$ cat src/rtl/intc_pkg.sv
package intc_pkg;

    typedef enum logic [3:0] {
        REG_STAT     = 4'd0,
        REG_STAT_SET = 4'd1,
        REG_ENABLE   = 4'd2,
        REG_CLASS    = 4'd3,
        REG_POLAR    = 4'd4,
        REG_TRIG     = 4'd5,
        REG_MASKED   = 4'd6,
        REG_VECTOR   = 4'd7,
        REG_VCFG     = 4'd8
    } reg_off_e;

endpackage

$ cat src/rtl/intc_status.sv
module intc_status #(
    parameter int NSRC = 32
) (
    input  logic            clk,
    input  logic            rst_n,
    input  logic [NSRC-1:0] src_bits,
    input  logic [NSRC-1:0] trig,
    input  logic            clr_we,
    input  logic            set_we,
    input  logic [NSRC-1:0] wmask,
    output logic [NSRC-1:0] status,
    output logic [NSRC-1:0] lvl
);

    logic [NSRC-1:0] clr_mask;
    logic [NSRC-1:0] base;
    logic [NSRC-1:0] status_nxt;
    logic [NSRC-1:0] lvl_nxt;
    logic [NSRC-1:0] keep_mask;

    assign clr_mask = clr_we ? wmask : '0;

    always_comb begin
        base = status;
        if (clr_we) begin
            base = (status & ~clr_mask) | lvl;
        end else if (set_we) begin
            base = status | wmask;
        end
        status_nxt = ((base | src_bits) & trig) | (src_bits & ~trig);
        lvl_nxt    = src_bits & ~trig;
    end

    always_ff @(posedge clk or negedge rst_n) begin
        if (!rst_n) begin
            status <= '0;
            lvl    <= '0;
        end else begin
            status <= status_nxt;
            lvl    <= lvl_nxt;
        end
    end

    assign keep_mask = trig & status & ~clr_mask;

    AST_STICKY_HOLD: assert property (@(posedge clk) disable iff (!rst_n)
        (|keep_mask) |=> ((status & $past(keep_mask)) == $past(keep_mask)));

    AST_LEVEL_TRACK: assert property (@(posedge clk) disable iff (!rst_n)
        (|(~trig)) |=> ((status & ~$past(trig)) == ($past(src_bits) & ~$past(trig))));

    AST_CLEAR_STICKY: assert property (@(posedge clk) disable iff (!rst_n)
        clr_we |=> ((status & $past(trig & wmask & ~src_bits)) == '0));

    AST_SET_STICKY: assert property (@(posedge clk) disable iff (!rst_n)
        set_we |=> ((status & $past(trig & wmask)) == $past(trig & wmask)));

endmodule

$ cat src/rtl/intc_vector.sv
module intc_vector #(
    parameter int NSRC      = 32,
    parameter int DW        = 32,
    parameter int STRIDE_LG = 9
) (
    input  logic            clk,
    input  logic            rst_n,
    input  logic [NSRC-1:0] crit_pend,
    input  logic [DW-1:0]   vcfg,
    output logic [DW-1:0]   vector
);

    localparam int IW = (NSRC > 1) ? $clog2(NSRC) : 1;

    logic [IW-1:0] slot;
    logic          found;

    always_comb begin
        slot  = '0;
        found = 1'b0;
        if (!vcfg[0]) begin
            for (int i = 0; i < NSRC; i++) begin
                if (!found && crit_pend[i]) begin
                    slot  = IW'(i);
                    found = 1'b1;
                end
            end
        end else begin
            for (int i = NSRC - 1; i >= 0; i--) begin
                if (!found && crit_pend[i]) begin
                    slot  = IW'(NSRC - 1 - i);
                    found = 1'b1;
                end
            end
        end
        vector = found ? ((vcfg & ~DW'(3)) + (DW'(slot) << STRIDE_LG)) : '0;
    end

    AST_VEC_IDLE_ZERO: assert property (@(posedge clk) disable iff (!rst_n)
        (crit_pend == '0) |-> (vector == '0));

    AST_VEC_LOW_CLEAR: assert property (@(posedge clk) disable iff (!rst_n)
        (|crit_pend) |-> (vector[1:0] == 2'b00));

endmodule

$ cat src/rtl/dual_class_irq_ctrl.sv
module dual_class_irq_ctrl
    import intc_pkg::*;
#(
    parameter int NSRC        = 32,
    parameter int DW          = 32,
    parameter bit USE_VECTORS = 1'b1,
    parameter int STRIDE_LG   = 9
) (
    input  logic            clk,
    input  logic            rst_n,
    input  logic [NSRC-1:0] irq_in,
    input  logic            reg_wr,
    input  logic [3:0]      reg_addr,
    input  logic [DW-1:0]   reg_wdata,
    output logic [DW-1:0]   reg_rdata,
    output logic            irq_norm,
    output logic            irq_crit
);

    logic [NSRC-1:0] src_bits;
    logic [NSRC-1:0] status;
    logic [NSRC-1:0] lvl;
    logic [NSRC-1:0] enable_q;
    logic [NSRC-1:0] class_q;
    logic [NSRC-1:0] polar_q;
    logic [NSRC-1:0] trig_q;
    logic [NSRC-1:0] wmask;
    logic [NSRC-1:0] norm_pend;
    logic [NSRC-1:0] crit_pend;
    logic [DW-1:0]   vcfg_q;
    logic [DW-1:0]   vector;
    reg_off_e        off;
    logic            wr_clr;
    logic            wr_set;

    for (genvar n = 0; n < NSRC; n++) begin : g_swap
        assign src_bits[NSRC-1-n] = irq_in[n];
    end

    assign off    = reg_off_e'(reg_addr);
    assign wmask  = reg_wdata[NSRC-1:0];
    assign wr_clr = reg_wr && (off == REG_STAT);
    assign wr_set = reg_wr && (off == REG_STAT_SET);

    intc_status #(.NSRC(NSRC)) u_status (
        .clk      (clk),
        .rst_n    (rst_n),
        .src_bits (src_bits),
        .trig     (trig_q),
        .clr_we   (wr_clr),
        .set_we   (wr_set),
        .wmask    (wmask),
        .status   (status),
        .lvl      (lvl)
    );

    always_ff @(posedge clk or negedge rst_n) begin
        if (!rst_n) begin
            enable_q <= '0;
            class_q  <= '0;
            polar_q  <= '0;
            trig_q   <= '0;
        end else if (reg_wr) begin
            case (off)
                REG_ENABLE: enable_q <= wmask;
                REG_CLASS:  class_q  <= wmask;
                REG_POLAR:  polar_q  <= wmask;
                REG_TRIG:   trig_q   <= wmask;
                default:    ;
            endcase
        end
    end

    assign norm_pend = status & enable_q & ~class_q;
    assign crit_pend = status & enable_q & class_q;
    assign irq_norm  = |norm_pend;
    assign irq_crit  = |crit_pend;

    if (USE_VECTORS) begin : g_vec
        always_ff @(posedge clk or negedge rst_n) begin
            if (!rst_n) begin
                vcfg_q <= '0;
            end else if (reg_wr && (off == REG_VCFG)) begin
                vcfg_q <= reg_wdata & ~DW'(2);
            end
        end

        intc_vector #(.NSRC(NSRC), .DW(DW), .STRIDE_LG(STRIDE_LG)) u_vector (
            .clk       (clk),
            .rst_n     (rst_n),
            .crit_pend (crit_pend),
            .vcfg      (vcfg_q),
            .vector    (vector)
        );

        AST_CFG_STORE: assert property (@(posedge clk) disable iff (!rst_n)
            (reg_wr && (off == REG_VCFG)) |=> (vcfg_q == ($past(reg_wdata) & ~DW'(2))));
    end else begin : g_novec
        assign vcfg_q = '0;
        assign vector = '0;
    end

    always_comb begin
        case (off)
            REG_STAT, REG_STAT_SET: reg_rdata = DW'(status);
            REG_ENABLE:             reg_rdata = DW'(enable_q);
            REG_CLASS:              reg_rdata = DW'(class_q);
            REG_POLAR:              reg_rdata = DW'(polar_q);
            REG_TRIG:               reg_rdata = DW'(trig_q);
            REG_MASKED:             reg_rdata = DW'(status & enable_q);
            REG_VECTOR:             reg_rdata = vector;
            REG_VCFG:               reg_rdata = vcfg_q;
            default:                reg_rdata = '0;
        endcase
    end

    AST_ENABLE_WRITE: assert property (@(posedge clk) disable iff (!rst_n)
        (reg_wr && (off == REG_ENABLE)) |=> (enable_q == $past(wmask)));

    AST_RO_NO_EFFECT: assert property (@(posedge clk) disable iff (!rst_n)
        (reg_wr && ((off == REG_MASKED) || (off == REG_VECTOR)))
            |=> ($stable(enable_q) && $stable(class_q) && $stable(trig_q) && $stable(vcfg_q)));

endmodule

$ cat config.mk
export PLATFORM = sky130hd
export DESIGN_NAME = dual_class_irq_ctrl
export DESIGN_NICKNAME = d
export VERILOG_FILES = /design/src/rtl/intc_pkg.sv /design/src/rtl/intc_status.sv /design/src/rtl/intc_vector.sv /design/src/rtl/dual_class_irq_ctrl.sv
export SDC_FILE = /design/constraint.sdc
export NUM_CORES = 1
export LEC_CHECK = 0
export BUFFER_PORTS_ARGS = -buffer_cell sky130_fd_sc_hd__buf_2
export CAP_MARGIN = 20
export CORE_ASPECT_RATIO = 1.5
export CORE_MARGIN = 3
export CORE_UTILIZATION = 50
export CTS_BUF_LIST = sky130_fd_sc_hd__clkbuf_2
export DETAILED_ROUTE_END_ITERATION = 10
export GPL_ROUTABILITY_DRIVEN = 0
export GPL_TIMING_DRIVEN = 0
export PLACE_DENSITY = 0.69
export SETUP_SLACK_MARGIN = 0.1
export SLEW_MARGIN = 20
export SYNTH_ARGS = -nofsm -noshare
export SYNTH_HDL_FRONTEND = slang
export SYNTH_SLANG_ARGS = --single-unit
$ cat constraint.sdc
create_clock -name clk -period 6.25 [get_ports clk]
set_input_delay 1.5625 -clock clk [delete_from_list [all_inputs] [get_ports clk]]
set_output_delay 1.5625 -clock clk [all_outputs]
set_load 0.05 [all_outputs]
==> flow_metrics.env <==
export IMPL_chipHeight_um=194
export IMPL_max_slew_margin_pct=22.8
export IMPL_fin_skew_ps=21.2
export IMPL_num_io_pins=105
export IMPL_cts_sinks=223
export IMPL_synth_xor_area_share_pct=1.56
export IMPL_start_util_pct=51.0
export IMPL_cp_data_required_time_ps=4690
export IMPL_worstPathCellList="nand3_4, nand4_1, buf_6, nor3_4, buf_6, nand4_1, o211a_1, a211oi_4, ha_2, inv_2, fa_2, nor2b_2, o31a_1, buf_6, o211a_4, nand3_2, xor2_1, o2111ai_2, buf_6"
export IMPL_clk_latency_ps=860
export IMPL_critPathSlowestCell="dfrtp_1"
export IMPL_yosys_cell_count_top_type="dfrtp_1"
export IMPL_hold_ws_ps=478
export IMPL_synth_top_cell_area_share_pct=47.3
export IMPL_ir_worst_vdd_v=0.000181
export IMPL_netlist_area_um2=11800
export IMPL_clk_path_buf_depth=3
export IMPL_setup_viol=3
export IMPL_clk_pin_slew_ps=110
export IMPL_synth_top_flop_cell="dfrtp_1"
export IMPL_core_um2=23100
export IMPL_place_port_buffers=103
export IMPL_grt_pass1_vias=10684
export IMPL_antenna_found_initial=1
export IMPL_dr_pass1_iters=8
export IMPL_hold_viol=0
export IMPL_syn_num_nets=1126
export IMPL_synth_edf_count=0
export IMPL_drc=0
export IMPL_synth_cell_types=62
export IMPL_grt_pass1_wl_um=59700
export IMPL_final_nets=1329
export IMPL_crit_buf_inv=5
export IMPL_worstSetupEndpointType="output port"
export IMPL_routed_wl_um=37900
export IMPL_rsz0062_at_grt="yes"
export IMPL_postSynthCellCount=1048
export IMPL_dp_cells=1468
export IMPL_synth_common_cells="dfrtp_1 (223), mux2_2 (159), nand2_1 (90)"
export IMPL_synth_simple_area_share_pct=11.7
export IMPL_path_class="flip-flop to output port"
export IMPL_dp_hpwl_um=26200
export IMPL_setup_tns_ps=-32.8
export IMPL_yosys_warnings=0
export IMPL_ys_seq_elements=223
export IMPL_crit_path_start_kind="flip-flop"
export IMPL_drv_slew=0
export IMPL_cp_arrival_ps=4710
export IMPL_cts_buffers=53
export IMPL_postSynth_asyncResetShare_pct=100
export IMPL_tightest_slew_ps=1160
export IMPL_routedWlPerCell_um=23.5
export IMPL_timing_critical_path_max_delay_family="compound AO/OA/AOI/OAI gates"
export IMPL_synth_area_top_cells="dfrtp_1 (47%), mux2_2 (15%), a21o_1 (4.1%), a221o_1 (3.3%), nand2_1 (2.9%)"
export IMPL_synth_compound_area_share_pct=21.0
export IMPL_final_antenna_net_count=0
export IMPL_htree_levels=2
export IMPL_drv_cap=0
export IMPL_cp_slowest_stage_delay_ps=470
export IMPL_max_freq_mhz=160
export IMPL_syn_avg_cell_area_um2=11.3
export IMPL_grt_overflow_total=0
export IMPL_synth_mux_area_share_pct=15.2
export IMPL_synth_top_family_by_area="compound AO/OA/AOI/OAI gates"
export IMPL_die_area_um2=25500
export IMPL_cts_root_buffer="clkbuf_2"
export IMPL_syn_to_final_growth_pct=20.2
export IMPL_violations="setup timing"
export IMPL_drtIter0Drc=986
export IMPL_setup_ws_ps=-19.4
export IMPL_synthAdderAreaFrac_pct=0.806
export IMPL_drive_gt1_share_pct=39.3
export IMPL_synth_top_cell_by_area="dfrtp_1"
export IMPL_status="complete, but fails checks"
export IMPL_layoutNonFillerInstCount=1610
export IMPL_seq_area_frac_synth_pct=47.3
export IMPL_postCtsHoldBufs=0
export IMPL_die_w_um=131
export IMPL_power_density_nw_per_um2=328
export IMPL_hold_class="flip-flop to flip-flop"
export IMPL_min_period_over_period_pct=100
export IMPL_rows=68
export IMPL_cp_common_cell="buf_6"
export IMPL_leakagePower_nw=6.45
export IMPL_grt_total_usage_pct=29.4
export IMPL_vias=10339
export IMPL_grt_max_degree=102
export IMPL_period_needed_ps=6270
export IMPL_vias_per_cell=6.42
export IMPL_final_core_util_pct=61.3
export IMPL_tritoncts="built"
export IMPL_worstPathMaxFanout=5
==> layer usage <==
metal,track usage (%),part of all wire [%],vias up,wire (um)
met5,0,0,-,0
met4,14.9,5.1,0,1950
met3,5.58,6.8,135,2580
met2,50.5,50,520,19100
met1,35.3,38,5167,14300
li1,-,-,4517,-
==> timing repair <==
item / CTS / global route
pin swaps: 24 / 7
endpoints found under the hold margin: 0 / 0
gates resized for setup: 98 / 62
buffers inserted: 35 / 9
setup endpoints to repair: 21 / 18
==> cells by family after synthesis <==
kind of cell,after synthesis
fa+ha+maj,7
mux,159
xor+xnor,21
simple gates,266
buf+inv,64
flops,223
compound gates,308
==> state kept, by name, indices dropped and copies added, names as in the netlist <==
name / flops
class_q: 32
enable_q: 32
polar_q: 32
trig_q: 32
u_status.lvl: 32
u_status.status: 32
vcfg_q: 31
==> stage by stage <==
step / instance area (um^2) / power [mW] / setup WS, ps
after floorplan: 11800 / 2.94 / 636
after global placement: 12700 / 3.34 / -164
after detailed placement: 12800 / 3.38 / -98.8
after CTS: 13900 / 4.53 / 2.58
after global routing: 14200 / 4.92 / -192
final: 14200 / 4.66 / -19.4
==> area by class of cell <==
cell class              count  area, um^2
fillers                  2010        8960
multi-input cells         761        6410
flip-flops and latches    223        5620
repair buffers            149        1000
well taps                 315         394
clock buffers              76         380
plain buffers              56         258
clock inverters            22        85.1
inverters                   7        26.3
diodes                      1        2.50
==> power by group <==
group          switching (mW)  total, mW  internal [mW]  leakage [nW]
Combinational           0.882       1.66          0.778          3.42
Sequential              0.335       2.08           1.74          2.67
Clock                   0.590      0.919          0.329         0.358
Total                    1.81       4.66           2.85          6.45
==> path summary, 6_finish.rpt <==
path / from / end / slack (ps) / cells past startpoint
min: trig_q[27]$_DFFE_PN0P_ / u_status.lvl[27]$_DFF_PN0_ / 480 / 1
max reg2reg: u_status.status[16]$_DFF_PN0_ / u_status.status[16]$_DFF_PN0_ / 4950 / 4
min in group asynchronous: rst_n / class_q[15]$_DFFE_PN0P_ / 540 / 1
min reg2reg: trig_q[27]$_DFFE_PN0P_ / u_status.lvl[27]$_DFF_PN0_ / 480 / 1
max: class_q[7]$_DFFE_PN0P_ / reg_rdata[31] / -20 / 19
max in group asynchronous: rst_n / u_status.status[1]$_DFF_PN0_ / 4890 / 2
==> layout by cell type, fill, tap and decap left out, types with 9 or more instances in the layout <==
cell type  count
dfrtp_1      193
mux2_2       159
a221o_1       39
buf_2         85
clkinv_1      19
o22ai_1       16
a222oi_1      24
nand3_1       30
nor2_1        17
buf_6         19
nand2_1       87
o2111ai_2     11
a21o_1        64
and3_1        20
nand3_2       11
o21ai_0        9
dfrtp_2       30
o2111ai_1     14
clkbuf_1      37
clkbuf_2      77
buf_4         49
xor2_1        15
a21oi_1       12
nor2b_1       32
nand4_1       10
a21boi_0      33
buf_1         11
a22oi_1       40
Power figures use the tool's default switching activity.
